### src/rtl/bank_ram_pkg.sv
package bank_ram_pkg;
  // Address bits that steer the window behaviour
  localparam int ODD_BIT  = 0;
  localparam int RD_BIT   = 1;
  localparam int BANK_BIT = 3;

  // Strobes from the decoder to the state registers
  typedef struct packed {
    logic upd;       // window access this cycle
    logic clrWr;     // drop write enable and latch
    logic setWr;     // armed odd read: enable writes
    logic preNext;   // next arming latch value
    logic rdNext;    // next read-enable value
    logic bankNext;  // next bank select
    logic statBank;  // bank status readback
    logic statRd;    // read-enable status readback
  } swCmd_t;
endpackage

### src/rtl/bank_ram_decode.sv
module bank_ram_decode
  import bank_ram_pkg::*;
#(
  parameter int ADDR_W = 16,
  parameter int WIN_SIZE = 16,
  parameter logic [ADDR_W-1:0] WIN_BASE = 16'hC080,
  parameter logic [ADDR_W-1:0] BANK_STAT_ADDR = 16'hC011,
  parameter logic [ADDR_W-1:0] RD_STAT_ADDR = 16'hC012
) (
  input  logic              busValid,
  input  logic [ADDR_W-1:0] busAddr,
  input  logic              busWrite,
  input  logic              preArmed,
  output swCmd_t            cmd
);
  localparam int WIN_LSB = $clog2(WIN_SIZE);

  logic winHit;
  logic oddAcc;
  logic rdBit;

  always_comb begin
    winHit = busValid && (busAddr[ADDR_W-1:WIN_LSB] == WIN_BASE[ADDR_W-1:WIN_LSB]);
    oddAcc = busAddr[ODD_BIT];
    rdBit  = busAddr[RD_BIT];

    cmd.upd      = winHit;
    cmd.clrWr    = !oddAcc;
    cmd.setWr    = oddAcc && !busWrite && preArmed;
    cmd.preNext  = oddAcc && !busWrite;
    cmd.rdNext   = oddAcc ? rdBit : !rdBit;
    cmd.bankNext = !busAddr[BANK_BIT];
    cmd.statBank = busValid && !busWrite && (busAddr == BANK_STAT_ADDR);
    cmd.statRd   = busValid && !busWrite && (busAddr == RD_STAT_ADDR);
  end
endmodule

### src/rtl/bank_ram_state.sv
module bank_ram_state
  import bank_ram_pkg::*;
#(
  parameter int DATA_W = 8
) (
  input  logic              clk,
  input  logic              rstN,
  input  swCmd_t            cmd,
  output logic              hiRdEn,
  output logic              hiWrEn,
  output logic              bank2Sel,
  output logic              preArmed,
  output logic              statusHit,
  output logic [DATA_W-1:0] statusData
);
  always_ff @(posedge clk or negedge rstN) begin
    if (!rstN) begin
      hiWrEn   <= 1'b1;
      bank2Sel <= 1'b1;
      hiRdEn   <= 1'b0;
      preArmed <= 1'b0;
    end else if (cmd.upd) begin
      if (cmd.clrWr)      hiWrEn <= 1'b0;
      else if (cmd.setWr) hiWrEn <= 1'b1;
      preArmed <= cmd.preNext;
      hiRdEn   <= cmd.rdNext;
      bank2Sel <= cmd.bankNext;
    end
  end

  logic statFlag;
  always_comb begin
    statusHit = cmd.statBank || cmd.statRd;
    if (cmd.statBank)    statFlag = bank2Sel;
    else if (cmd.statRd) statFlag = hiRdEn;
    else                 statFlag = 1'b0;
    statusData = {statFlag, {(DATA_W-1){1'b0}}};
  end


  status_zero_chk: assert property (@(posedge clk) disable iff (!rstN)
    !statusHit |-> (statusData == '0));
endmodule

### src/rtl/bank_ram_ctrl.sv
module bank_ram_ctrl
  import bank_ram_pkg::*;
#(
  parameter int ADDR_W = 16,
  parameter int DATA_W = 8,
  parameter int WIN_SIZE = 16,
  parameter logic [ADDR_W-1:0] WIN_BASE = 16'hC080,
  parameter logic [ADDR_W-1:0] BANK_STAT_ADDR = 16'hC011,
  parameter logic [ADDR_W-1:0] RD_STAT_ADDR = 16'hC012
) (
  input  logic              clk,
  input  logic              rstN,
  input  logic              busValid,
  input  logic [ADDR_W-1:0] busAddr,
  input  logic              busWrite,
  output logic              hiRdEn,
  output logic              hiWrEn,
  output logic              bank2Sel,
  output logic              statusHit,
  output logic [DATA_W-1:0] statusData
);
  localparam int WIN_LSB = $clog2(WIN_SIZE);

  swCmd_t cmd;
  logic   preArmed;

  bank_ram_decode #(
    .ADDR_W(ADDR_W), .WIN_SIZE(WIN_SIZE), .WIN_BASE(WIN_BASE),
    .BANK_STAT_ADDR(BANK_STAT_ADDR), .RD_STAT_ADDR(RD_STAT_ADDR)
  ) decode_i (
    .busValid(busValid), .busAddr(busAddr), .busWrite(busWrite),
    .preArmed(preArmed), .cmd(cmd)
  );

  bank_ram_state #(.DATA_W(DATA_W)) state_i (
    .clk(clk), .rstN(rstN), .cmd(cmd),
    .hiRdEn(hiRdEn), .hiWrEn(hiWrEn), .bank2Sel(bank2Sel),
    .preArmed(preArmed), .statusHit(statusHit), .statusData(statusData)
  );

  // Independent window view for the checks below
  logic inWin;
  assign inWin = busValid && (busAddr[ADDR_W-1:WIN_LSB] == WIN_BASE[ADDR_W-1:WIN_LSB]);


  hold_outside_chk: assert property (@(posedge clk) disable iff (!rstN)
    !inWin |=> ($stable(hiRdEn) && $stable(hiWrEn) && $stable(bank2Sel) && $stable(preArmed)));


  even_clear_chk: assert property (@(posedge clk) disable iff (!rstN)
    (inWin && !busAddr[0]) |=> (!hiWrEn && !preArmed));


  arm_enable_chk: assert property (@(posedge clk) disable iff (!rstN)
    (inWin && busAddr[0] && !busWrite && preArmed) |=> (hiWrEn && preArmed));


  odd_write_chk: assert property (@(posedge clk) disable iff (!rstN)
    (inWin && busAddr[0] && busWrite) |=> (!preArmed && (hiWrEn == $past(hiWrEn))));


  read_sel_chk: assert property (@(posedge clk) disable iff (!rstN)
    inWin |=> (hiRdEn == ($past(busAddr[0]) ? $past(busAddr[1]) : !$past(busAddr[1]))));


  bank_sel_chk: assert property (@(posedge clk) disable iff (!rstN)
    inWin |=> (bank2Sel == !$past(busAddr[3])));


  status_keep_chk: assert property (@(posedge clk) disable iff (!rstN)
    statusHit |=> ($stable(hiRdEn) && $stable(hiWrEn) && $stable(bank2Sel)));
endmodule

### config.mk
export PLATFORM = sky130hd
export DESIGN_NAME = bank_ram_ctrl
export DESIGN_NICKNAME = d
export VERILOG_FILES = /design/src/rtl/bank_ram_pkg.sv /design/src/rtl/bank_ram_decode.sv /design/src/rtl/bank_ram_state.sv /design/src/rtl/bank_ram_ctrl.sv
export SDC_FILE = /design/constraint.sdc
export NUM_CORES = 1
export LEC_CHECK = 0
export CAP_MARGIN = 0
export CORE_AREA = 2 2 39 41
export CTS_CLUSTER_DIAMETER = 200
export CTS_CLUSTER_SIZE = 16
export DETAILED_ROUTE_END_ITERATION = 7
export DIE_AREA = 0 0 41 43
export PLACE_DENSITY = 0.75
export SYNTH_ARGS = -nofsm -noshare
export SYNTH_HDL_FRONTEND = slang
export SYNTH_SLANG_ARGS = --single-unit
### constraint.sdc
create_clock -name clk -period 4.15 [get_ports clk]
set_clock_uncertainty 0.15 [all_clocks]
set_input_delay 0.83 -clock clk [delete_from_list [all_inputs] [get_ports clk]]
set_output_delay 0.83 -clock clk [all_outputs]
set_load 0.05 [all_outputs]
# [Word level (Yosys, flattened, before mapping)]
# Index checks and enable logic that the tools add are counted.
[totals] input_bits=20 wordCells=24 ff_bits=4 out_inout_bits=12
[op_classes] n_reduce_logical=11 n_eq_ne=4 n_mux=5
[op_table] cell="== test 16 bit, second input constant" n=2
[op_table] cell="== test 12 bit, second input constant" n=1
[op_table] cell="logical AND 1 bit" n=6
[op_table] cell="two-way mux 1 bit" n=5
[op_table] cell="zero test 1 bit" n=3
[op_table] cell="!= test 2 x 1 -> 1 bit, second input constant" n=1
[op_table] cell="AND reduction 2 bit" n=1
[op_table] cell="logical OR 1 bit" n=1

# [Logic depth before layout (Yosys ltp)]
[depth] ltp_word=5 ltp_mapped=6 ltp_nobuf=5

# [Hierarchy]
# From an unflattened synthesis, not the netlist that was laid out.
[unflattened] cells_unflattened=40 area_unflattened_um2=369.1
[by_module_without_submodules] module="bank_ram_state" seq_area_each_um2=102.6 cells_each=22 area_each_um2=229.0 instances=1
[by_module_without_submodules] module="bank_ram_decode" seq_area_each_um2=0.0 cells_each=18 area_each_um2=140.1 instances=1

# [Least setup slack after synthesis]
# No wires, ideal clock.
[synth_path] path_kind="input-to-output" start="in busAddr[10]" end="out statusHit" stages=2 n_path_buf=0 required_time_ps=3170 setup_slack_ps=690 t_arrival_ps=2480 path_cell_list="or4b_1 -> nor3_1"
[synth_via] elab_chain_cells=3 elab_cells_between_ends=5 classes_between="eq/ne (2); reduce/logical (3)"
[synth_rtl] element="start, declared" line="bank_ram_ctrl.sv:14" rtl="input logic [ADDR_W-1:0] busAddr,"
[synth_rtl] element="== test 16 bit, on equally long branches" line="bank_ram_decode.sv:33, bank_ram_decode.sv:34"
[synth_rtl] element="logical AND 1 bit, on equally long branches" line="bank_ram_decode.sv:33, bank_ram_decode.sv:34"
[synth_rtl] element="logical OR 1 bit *" line="bank_ram_state.sv:33" rtl="statusHit = cmd.statBank || cmd.statRd;"
[synth_rtl] element="end, declared" line="bank_ram_ctrl.sv:19" rtl="output logic statusHit,"
# Every way passes the cells marked *; elsewhere a longest branch is shown, timed or not.

# [Worst setup path after layout]
# Ends and elaborated chain as after synthesis.

==> summary.md <==
| Metric | Value |
|---|---|
| VDD IR max | `around 110 uV` |
| Clk_lat worst skew | `0.23 ns` |
| Count of input and output buffers | `24` |
| Synth-to-Final Area Change | `59.26%` |
| Mapped Avg Cell Area | `10.67 um^2` |
| WHS | `0.3289 ns` |
| Min-delay src | `state_i.bank2Sel` |
| # setup viols final | `0` |
| Worst Hold Path EP | `state_i.bank2Sel` |
| Standard-cell rows | `14` |
| WS Path Type | `primary input to output port` |
| Slowest cell on crit path | `or4b_1` |
| Leak | `0.0003004 uW` |
| Initial antenna violation count | `0` |
| Crit-path max FO | `2` |
| CTS Buf Count | `3` |
| Clock slew seen by the registers of the worst setup and hold paths | `0.04 ns` |
| Power, Total | `129.2 uW` |
| Vias in the first global route | `357` |
| WP buf/inv | `2` |
| Final ANT Viol Nets | `0` |
| R2R depth | `3` |
| RR Startpoint | `state_i.preArmed` |
| Chip width | `41 um` |
| Hold-fix buffers, CTS | `0` |
| Die Ht | `between 40 and 50 um` |
| Routability Congestion | `roughly 0.64` |
| First-pass GRT wire length | `1.235 mm` |
| Die area | `1763 um^2` |
| Tmin final | `3.263 ns` |
| Area post-placement | `623.1 um^2` |
| DR pass1 iterations | `1` |
| Gate Count Post-Synth | `38` |
| Clock sinks | `4` |
| Unrepaired setup endpoints after global routing | `false` |
| Resize count post-CTS | `0` |
| Post-synth top area share | `0.1481` |
| Core box area | `1384 um^2` |
| # diodes | `0` |
| Type of origin of the critical path | `primary input` |
| R2R setup slack | `3.01 ns` |
| Num ports | `32` |
| Arr. time, crit path | `2.28 ns` |
| Crit path capture type | `output port` |
| Post-CTS Setup Bufs | `0` |
| Max_cap viols | `0` |
| Cell variety after synth | `23` |
| Dpl hpwl | `~700 um` |
| CTS root buf | `clkbuf_4` |
| RR Endpoint | `state_i.hiWrEn` |
| Design area | `645.6 um^2` |
| CTS tree | `built` |
| Final setup TNS | `0 ns` |
| Period utilization | `0.7862` |
| Crit path cell chain | `clkdlybuf4s50_1 -> or4b_1 -> nor3_1 -> buf_4` |
| Filler instances | `between 100 and 150` |
| Leading area contributor after synthesis | `buf_4` |
| Status | `complete, no violations` |
| DRC | `0` |
| Layout cell share with drive strength beyond 1 | `0.2381` |
| Overflow after GRT | `0` |
| CP Depth | `4` |
| Register area share after synthesis | `0.2531` |
| Min-Delay Path Class | `flop to flop` |
| PwrDens | `200.1 nW/um^2` |
| GRT Total Usage | `0.1020` |
| Fmax | `306.5 MHz` |
| Final WL | `775 um` |
| Hold Vio Cnt, Final | `0` |
| Synth Warn # | `0` |
| Largest net degree at the start of global routing | `5` |
| Data required, critical path | `3.17 ns` |
| Delay-heaviest family, CP | `simple AND/OR/NAND/NOR gates` |
| Longest Clk Path Bufs | `2` |
| Worst path max stage delay | `~0.56 ns` |
| #FFs+latches synth | `4` |
| Routed vias | `344` |
| H-tree levels | `1` |
| Final-stage net count | `87` |
| Hold depth | `2` |
| Synthesized area | `405.4 um^2` |
| DR WL/cell | `9.810 um` |
| Initial Utilization | `0.2929` |
| Storage cell area | `102.6 um^2` |
| Area of the multi-input gates | `254.0 um^2` |
| Pins Over Slew Limit | `0` |
| Initial DRC Count | `0` |
| Vias per cell | `4.354` |
| Top area cells in the synthesized netlist | `buf_4 15%, dfstp_2 13%, dfrtp_1 12%` |
registers in the layout (all words and copies together) (netlist names):
signal,count
state_i.bank2Sel,1
state_i.hiWrEn,1
state_i.preArmed,1
state_i.hiRdEn,1
cells in the mapped netlist:
library cell and count:
nor2b_1 1, nor3_2 1, dfstp_2 2, nor4b_1 1, dfrtp_1 2, and3b_1 1
a21oi_1 1, ha_1 2, mux2_4 2, buf_4 8, inv_1 3, mux2i_1 1
nand4_4 1, conb_1 1, nor2_1 2, and4_2 1, nor4b_4 1, nor3_1 2
nor4bb_1 1, or4b_1 1, nand4b_1 1, and4bb_2 1, o22a_2 1
how the worst max path moves through the flow:
stage	slack [ns]	end	startpoint
2_1_floorplan	0.69	statusHit	busAddr[10]
3_5_place_dp	0.89	statusHit	busAddr[10]
6_report	0.89	statusHit	busAddr[10]
3_3_place_gp	0.92	statusData[7]	busAddr[10]
5_1_grt	0.81	statusHit	busAddr[10]
4_1_cts	0.87	statusHit	busAddr[10]
through the flow:
step | setup WS [ns] | std cells | utilization
after floorplan | 0.6903 | 44 | -
after global placement | 0.9164 | 76 | 0.4503
after detailed placement | 0.8854 | 76 | 0.4503
after CTS | 0.8718 | 79 | 0.4665
after global routing | 0.8102 | 79 | 0.4665
final | 0.8874 | 79 | 0.4665
worst reg2reg max path, cell delays in order, from the launching register on:
cell and delay (ns):
dfrtp_1 0.36, nor4bb_1 0.12, and4_2 0.23, o22a_2 0.20
power breakdown:
group | internal, uW | switching (uW)
clock network | 32.3 | 14.9
registers | 39.4 | 0.0796
logic | 19.8 | 22.6
total | 91.6 | 37.6
cell families (layout without fill, tap and decap cells):
family,after synthesis,after routing,share of synthesized area
buffers and inverters,11,30,0.1759
and+or+nand+nor,15,15,0.3642
DFF,4,4,0.2531
other,1,7,0.009250
adders and majority gates,2,2,0.06172
AOI/OAI and AO/OA,2,2,0.03703
muxes,3,3,0.09877
routing by layer:
| layer | global-route usage | share of wire | wire [um] | up-vias |
|---|---|---|---|---|
| met3 | 0.01571 | 0.076 | 59 | 0 |
| met5 | 0 | 0 | 0 | - |
| met2 | 0.1688 | 0.56 | 435 | 13 |
| met1 | 0.1148 | 0.36 | 280 | 155 |
| met4 | 0.06000 | 0 | 0 | 0 |
| li1 | - | - | - | 176 |
area by class of cell:
type	count	share of cell area
multi-input cells	29	0.3934
repair buffers	24	0.3643
flip-flops and latches	4	0.1589
clock buffers	3	0.03488
well taps	16	0.03101
inverters	3	0.01744
layout by cell type, fill, tap and decap left out, drive strengths merged, types with 2 or more instances in the layout:
cell / instances
buf: 2
nor2: 2
inv: 3
dfstp: 2
nor3: 3
dfrtp: 2
conb: 7
clkdlybuf4s50: 22
ha: 2
nor4b: 2
clkbuf: 3
mux2: 2
No activity file was read; power rests on OpenSTA's default activity.
